File: config.mk
export PLATFORM = sky130hd
export DESIGN_NAME = lat_window_mon
export DESIGN_NICKNAME = d
export VERILOG_FILES = /design/src/rtl/lat_pkg.sv /design/src/rtl/lat_window_ctr.sv /design/src/rtl/lat_classify.sv /design/src/rtl/lat_report_reg.sv /design/src/rtl/lat_window_mon.sv
export SDC_FILE = /design/constraint.sdc
export NUM_CORES = 1
export LEC_CHECK = 0
export BUFFER_PORTS_ARGS = -buffer_cell sky130_fd_sc_hd__buf_2
export CAP_MARGIN = 20
export CORE_AREA = 5 5 42 44
export DETAILED_ROUTE_END_ITERATION = 10
export DIE_AREA = 0 0 47 49
export MAX_ROUTING_LAYER = met4
export PLACE_DENSITY = 0.54
export REMOVE_ABC_BUFFERS = 1
export SETUP_SLACK_MARGIN = 0.4
export SYNTH_ARGS = -nofsm -noshare
export SYNTH_HDL_FRONTEND = slang
export SYNTH_SLANG_ARGS = --single-unit
File: constraint.sdc
create_clock -name clk -period 1.3 [get_ports clk]
set_clock_uncertainty 0.05 [all_clocks]
set_input_delay 0.065 -clock clk [delete_from_list [all_inputs] [get_ports clk]]
set_output_delay 0.065 -clock clk [all_outputs]
set_load 0.02 [all_outputs]
File: src/rtl/lat_pkg.sv
package lat_pkg;

    typedef enum logic [1:0] {
        VERD_NONE  = 2'd0,
        VERD_PASS  = 2'd1,
        VERD_EARLY = 2'd2,
        VERD_LATE  = 2'd3
    } verdict_e;

    typedef struct packed {
        logic pass;
        logic early;
        logic late;
        logic overlap;
        logic unmet;
    } report_t;

    // counter must hold MAX+1 for saturation
    function automatic int cnt_bits(input int max_lat);
        return $clog2(max_lat + 2);
    endfunction

endpackage

File: src/rtl/lat_window_ctr.sv
module lat_window_ctr #(
    parameter int MAX_LAT = 4,
    parameter int CW      = 3
) (
    input  logic          clk,
    input  logic          rst,
    input  logic          start_i,
    input  logic          stop_i,
    output logic          busy_o,
    output logic [CW-1:0] cnt_o
);
    localparam logic [CW-1:0] CNT_TOP = CW'(MAX_LAT + 1);

    always_ff @(posedge clk) begin
        if (rst) begin
            busy_o <= 1'b0;
            cnt_o  <= '0;
        end else if (start_i) begin
            busy_o <= 1'b1;
            cnt_o  <= CW'(1);
        end else if (stop_i) begin
            busy_o <= 1'b0;
            cnt_o  <= '0;
        end else if (busy_o && cnt_o < CNT_TOP) begin
            cnt_o  <= cnt_o + CW'(1);
        end
    end
endmodule

File: src/rtl/lat_classify.sv
module lat_classify
    import lat_pkg::*;
#(
    parameter int MIN_LAT = 2,
    parameter int MAX_LAT = 4,
    parameter int CW      = 3
) (
    input  logic          busy_i,
    input  logic [CW-1:0] cnt_i,
    input  logic          req_i,
    input  logic          ack_i,
    input  logic          eot_i,
    output verdict_e      verdict_o,
    output logic          overlap_o,
    output logic          unmet_o
);
    int cnt_v;

    always_comb begin
        cnt_v     = 32'(cnt_i);
        verdict_o = VERD_NONE;
        if (busy_i) begin
            if (ack_i) begin
                verdict_o = (cnt_v < MIN_LAT) ? VERD_EARLY : VERD_PASS;
            end else if (cnt_v >= MAX_LAT) begin
                verdict_o = VERD_LATE;
            end
        end
        overlap_o = busy_i && req_i && !ack_i;
        unmet_o   = busy_i && eot_i && (verdict_o == VERD_NONE);
    end
endmodule

File: src/rtl/lat_report_reg.sv
module lat_report_reg
    import lat_pkg::*;
(
    input  logic     clk,
    input  logic     rst,
    input  verdict_e verdict_i,
    input  logic     overlap_i,
    input  logic     unmet_i,
    output report_t  rep_o,
    output logic     sticky_o
);
    report_t rep_d;

    always_comb begin
        rep_d.pass    = (verdict_i == VERD_PASS);
        rep_d.early   = (verdict_i == VERD_EARLY);
        rep_d.late    = (verdict_i == VERD_LATE);
        rep_d.overlap = overlap_i;
        rep_d.unmet   = unmet_i;
    end

    always_ff @(posedge clk) begin
        if (rst) begin
            rep_o    <= '0;
            sticky_o <= 1'b0;
        end else begin
            rep_o    <= rep_d;
            sticky_o <= sticky_o | rep_d.early | rep_d.late | rep_d.overlap | rep_d.unmet;
        end
    end
endmodule

File: src/rtl/lat_window_mon.sv
module lat_window_mon
    import lat_pkg::*;
#(
    parameter int MIN_LAT = 2,
    parameter int MAX_LAT = 4
) (
    input  logic clk,
    input  logic rst,
    input  logic req_i,
    input  logic ack_i,
    input  logic eot_i,
    output logic pass_o,
    output logic early_o,
    output logic late_o,
    output logic overlap_o,
    output logic unmet_o,
    output logic sticky_err_o,
    output logic cfg_bad_o
);
    localparam int CW = cnt_bits(MAX_LAT);

    logic          busy;
    logic [CW-1:0] cnt;
    logic          start;
    logic          stop;
    verdict_e      verdict;
    logic          ovl_d;
    logic          unmet_d;
    report_t       rep;

    assign start = req_i && (!busy || ack_i);
    assign stop  = (verdict != VERD_NONE);

    lat_window_ctr #(.MAX_LAT(MAX_LAT), .CW(CW)) u_ctr (
        .clk     (clk),
        .rst     (rst),
        .start_i (start),
        .stop_i  (stop),
        .busy_o  (busy),
        .cnt_o   (cnt)
    );

    lat_classify #(.MIN_LAT(MIN_LAT), .MAX_LAT(MAX_LAT), .CW(CW)) u_cls (
        .busy_i    (busy),
        .cnt_i     (cnt),
        .req_i     (req_i),
        .ack_i     (ack_i),
        .eot_i     (eot_i),
        .verdict_o (verdict),
        .overlap_o (ovl_d),
        .unmet_o   (unmet_d)
    );

    lat_report_reg u_rep (
        .clk       (clk),
        .rst       (rst),
        .verdict_i (verdict),
        .overlap_i (ovl_d),
        .unmet_i   (unmet_d),
        .rep_o     (rep),
        .sticky_o  (sticky_err_o)
    );

    assign pass_o    = rep.pass;
    assign early_o   = rep.early;
    assign late_o    = rep.late;
    assign overlap_o = rep.overlap;
    assign unmet_o   = rep.unmet;
    assign cfg_bad_o = (MAX_LAT < MIN_LAT);
endmodule

Word level (Yosys, flattened, before mapping) --
Cells that the tools add are included.
Storage, ports and cells: bits in registers 10
Operators by class: equal/unequal tests 3, muxes and demuxes 9, bitwise operators 4, reductions and logical operators 14, add/subtract/negate cells 1, order comparisons 3
Operator list (number):
- $mux 2 | 4
- $logic_and 1x1->1 | 6
- $mux 1 | 5
- $eq 2x2->1 const B | 2
- $or 1x1->1 | 4
- $reduce_bool 2->1 | 2
- $add 3x1->3 const B | 1
- $ge 3x3->1 const B | 1
- $lt 3x2->1 const B | 1
- $lt 3x3->1 const B | 1
- $reduce_bool 3->1 | 1
- $reduce_or 3->1 | 1
- $eq 2x1->1 const B | 1
- $logic_not 1->1 | 2
- $logic_not 2->1 | 1
- $logic_or 1x1->1 | 1

Logic depth before layout (Yosys ltp) --
word-level depth 9, gate-level depth with buffers 4

Hierarchy --
A second synthesis with hierarchy kept.
Unflattened totals: cell total of the unflattened synthesis 46, area, all modules 445.4 um2
By module, submodules not included:
- lat_window_ctr | seq. area each 80.1 um2, area an instance 191.4 um2, times used 1, cells each 21
- lat_report_reg | seq. area each 120.1 um2, area an instance 167.7 um2, times used 1, cells each 13
- lat_classify | seq. area each 0.0 um2, area an instance 57.6 um2, times used 1, cells each 7
- lat_window_mon | seq. area each 0.0 um2, area an instance 28.8 um2, times used 1, cells each 5

Least setup slack after synthesis --
No wires, ideal clock.
path type flip-flop to flip-flop, start register u_ctr.cnt_o[2], end register u_ctr.cnt_o[1], library setup time 70 ps, period minus slack after synthesis 1057 ps, required time 1180 ps, path buffers 1, slack 243 ps, cell stages (with the launch flop) 5, data arrival time 937 ps, cells stage by stage dfxtp_1 -> buf_6 -> o21a_1 -> a211o_1 -> a21oi_1
On the way: word-level cells in the longest chain between the ends 6
Ends and longest elaborated chain:
- start: declaration | line lat_window_ctr.sv:10 | output logic [CW-1:0] cnt_o
- start signal: assignment | line lat_window_ctr.sv:25 | cnt_o <= cnt_o + CW'(1);
- $ge 3x3->1 or $lt 3x2->1 (tied branches) | line lat_classify.sv:25, lat_classify.sv:24
- $mux 2, on equally long branches | line lat_classify.sv:25, lat_classify.sv:24
- $mux 2 | line lat_classify.sv:23 | if (ack_i) begin
- $mux 2 | line lat_classify.sv:22 | if (busy_i) begin
- $reduce_bool 2->1 | line lat_window_mon.sv:32 | assign stop = (verdict != VERD_NONE);
- $reduce_or 3->1 (no line)
Parallel ways exist; a longest one is shown, timed or not. A chain may end at the register's enable or synchronous reset.

Worst setup path after layout --
Ends and elaborated chain as after synthesis.

==> impl_metrics.yaml <==
power_and_ir_drop:
  netSwitchingFraction_pct: 24.6
  clock_group_share_of_total_power_pct: 33.8
  pwr_per_cell_area_nw_per_um2: 1150
  power_frac_seq_pct: 54.1
  internal_power_uw: 456
  power.combinational.fraction_pct: 12.1
  leakage_uw: 0.000226
  vdd.ir_drop.worst_v: 0.000473
  netSwitchingPower_uw: 149
placed_design:
  buffer_ports.inserted: 10
  dpl_cell_area_um2: 453
  dp_hpwl_um: 590
  globalplace.congestion: 0.843
flow_run:
  cap_viol_max_count: 0
worst_setup_path:
  cp_slowest_cell: "dfxtp_2"
  worst-r2r-setup-slack_ps: 330
  setup.worst_path.start_class: "flop"
  path_delay_family: "compound AO/OA/AOI/OAI gates"
  cp_data_arrival_time_ps: 1120
  crit_path_start: "u_ctr.cnt_o[2]$_SDFFE_PP0P_"
  crit_path_end_kind: "flop"
  timing.critical_path.buf_inv: 0
  critical_path.cell_chain: "o21a_1 > a211o_1 > a21oi_1"
  worst-setup-path-type: "reg2reg"
  cpPeakStageDelay_ps: 340
  reg2reg_from: "u_ctr.cnt_o[2]$_SDFFE_PP0P_"
  critical_path_peak_fanout: 4
  timing.critical_path.required_ps: 1450
synth:
  async_reset_ff_share_pct: 0
  ys_warn_count: 0
  synth.avg_cell_area_um2: 9.07
  syn-cell-area_um2: 399
  mapped_cells: 44
  synth.largest_area_cell: "dfxtp_1"
  synthTopCellsByArea: "dfxtp_1, a21oi_1, o21ai_0"
  synth.top_cell.area_share_pct: 50.2
  synth.yosys.seq_area_share_pct: 50.2
  synth_flop_cell: "dfxtp_1"
  yosys_register_bits: 10
  yosys.cell_count.top_type: "dfxtp_1"
  synthDistinctLibCells: 21
  synth_edf_count: 0
  synth.top_cells.by_count: "dfxtp_1, a21oi_1, nor2_1, o21ai_0"
global_routing:
  globalRoute.totalOverflow: 0
  grt_start_max_net_pins: 8
  track_usage_pct: 9.12
  first_global_vias: 322
  wire_length_of_the_first_global_routing_pass_um: 1410
  initial_antenna_violation_count: 0
sta:
  fin_crit_sh_pct: 74.6
  fin_setup_tns_ps: 0
  finalSetupViolCount: 0
  final_max_slew_viol_count: 0
  max_clock_freq_mhz: 1030
  hold_violations: 0
  final_period_minus_worst_setup_slack_ps: 970
  rsz0062_at_grt: "yes"
floorplan:
  dieWidth_um: 47
  design.portCount: 12
  coreArea_um2: 1400
  fp-row-count: 14
  start_util_pct: 28.5
  fp.dieH_um: 49
  die_area_um2: 2300
final_layout:
  synthToLayoutAreaGrowth_pct: 31.3
  final_layout_size_suffix_gt1_share_pct: 42.1
  finish.instance_area_um2: 524
  antenna_cells_inserted: 0
  finalNetCount: 65
  fillers: 155
clock_tree:
  clk-insertion-delay-late_ps: 260
  cts.sink_count: 10
  clockBufferDepth: 2
  cts_buffers: 3
  cts_htree_levels: 1
  clock-root-buffer: "clkbuf_4"
  clock_tree_from_tritoncts: "built"
  path_clk_slew_ps: 60
routing:
  dr.first_iter.drc_count: 4
  wl_um: 815
  dr_vias: 364
  routed_via_density: 4.99
  dr.pass1.iters: 3
  drt.antenna.violating_nets: 0
  route.detailed.drc: 0
  routedWlPerCell_um: 11.2
run_status:
  outcome: "finished, final reports clean"
worst_hold_path:
  hold_path.class: "in2reg"
  hold_start: "req_i"
==> final timing paths <==
| kind | cells after the start | endpoint |
|---|---|---|
| worst max-delay path | 3 | u_ctr.cnt_o[1]$_SDFFE_PP0P_ |
| worst max register to register | 3 | u_ctr.cnt_o[1]$_SDFFE_PP0P_ |
| worst min-delay path | 2 | u_rep.rep_o[1]$_SDFF_PP0_ |
| worst min register to register | 1 | u_rep.rep_o[3]$_SDFF_PP0_ |
==> registers in the layout, indices dropped and copies added (netlist names) <==
name	cells
u_ctr.cnt_o	3
u_rep.sticky_o	1
u_rep.rep_o	5
u_ctr.busy_o	1
==> layout by cell type (no fill, tap or decap) <==
master         n
and2_4         1
dlygate4sd3_1  1
nand3_1        1
buf_2          9
and3b_2        1
o21a_1         1
nand3b_1       2
and2_1         1
dfxtp_2        2
nor3_1         2
a211oi_2       1
inv_4          1
clkbuf_4       3
a211o_1        1
a21oi_1        4
buf_4          3
nor2_2         1
a31oi_1        1
o21ai_1        1
nor3_4         1
nand2_1        3
conb_1         1
nor2_1         3
ha_1           1
dfxtp_1        7
dfxtp_4        1
o21ai_0        3
==> stage by stage <==
stage / power, uW / instances / worst slack (ps) / utilization, % / hold WS (ps)
2_1_floorplan: 366 / 41 / 276 / - / 84.1
3_3_place_gp: 390 / 68 / 179 / 32.3 / 262
3_5_place_dp: 390 / 68 / 132 / 32.3 / 263
4_1_cts: 604 / 73 / 324 / 35.9 / 28.6
5_1_grt: 646 / 73 / 274 / 37.4 / 40.1
6_report: 604 / 73 / 330 / 37.4 / 36.5
==> per-layer routing <==
metal | global-route usage (%) | vias up | wire length (um)
met5 | - | - | 0
met4 | 6.91 | 0 | 23
met3 | 3.32 | 4 | 71
met2 | 11.8 | 10 | 374
met1 | 11.1 | 169 | 344
li1 | - | 181 | -
==> logic make-up (layout without fill, tap and decap cells) <==
logic type               Yosys count  after routing  synth area share, %
AO/OA/AOI/OAI                     12             12                 17.6
adder cells (fa/ha/maj)            1              1                 3.13
buffers and inverters              4             17                 6.89
flip-flops                        10             10                 50.2
other                              1              1                0.940
AND/OR/NAND/NOR                   16             16                 21.3
==> power by group through the flow <==
stage | registers, uW | clock network [uW] | logic (uW)
2_1_floorplan | 339 | 0 | 27.8
3_3_place_gp | 334 | 0 | 55.9
3_5_place_dp | 335 | 0 | 55.3
4_1_cts | 325 | 214 | 65.0
5_1_grt | 329 | 234 | 82.7
6_report | 327 | 204 | 73.0
==> timing repair <==
action,CTS,global route
endpoints found under the setup margin,8,8
hold endpoints to repair,3,0
hold buffers,1,0
gates resized for setup,4,9
pin swaps,4,2
setup buffers,1,0
==> area by class of cell <==
cell class	instances	area (um^2)	share of cell area (%)
well taps	16	20.0	3.82
clock buffers	3	22.5	4.30
inverters	1	6.26	1.19
repair buffers	13	77.6	14.8
multi-input cells	30	191	36.5
flip-flops and latches	10	206	39.4
Note: power is estimated with default switching activity, not from simulation.
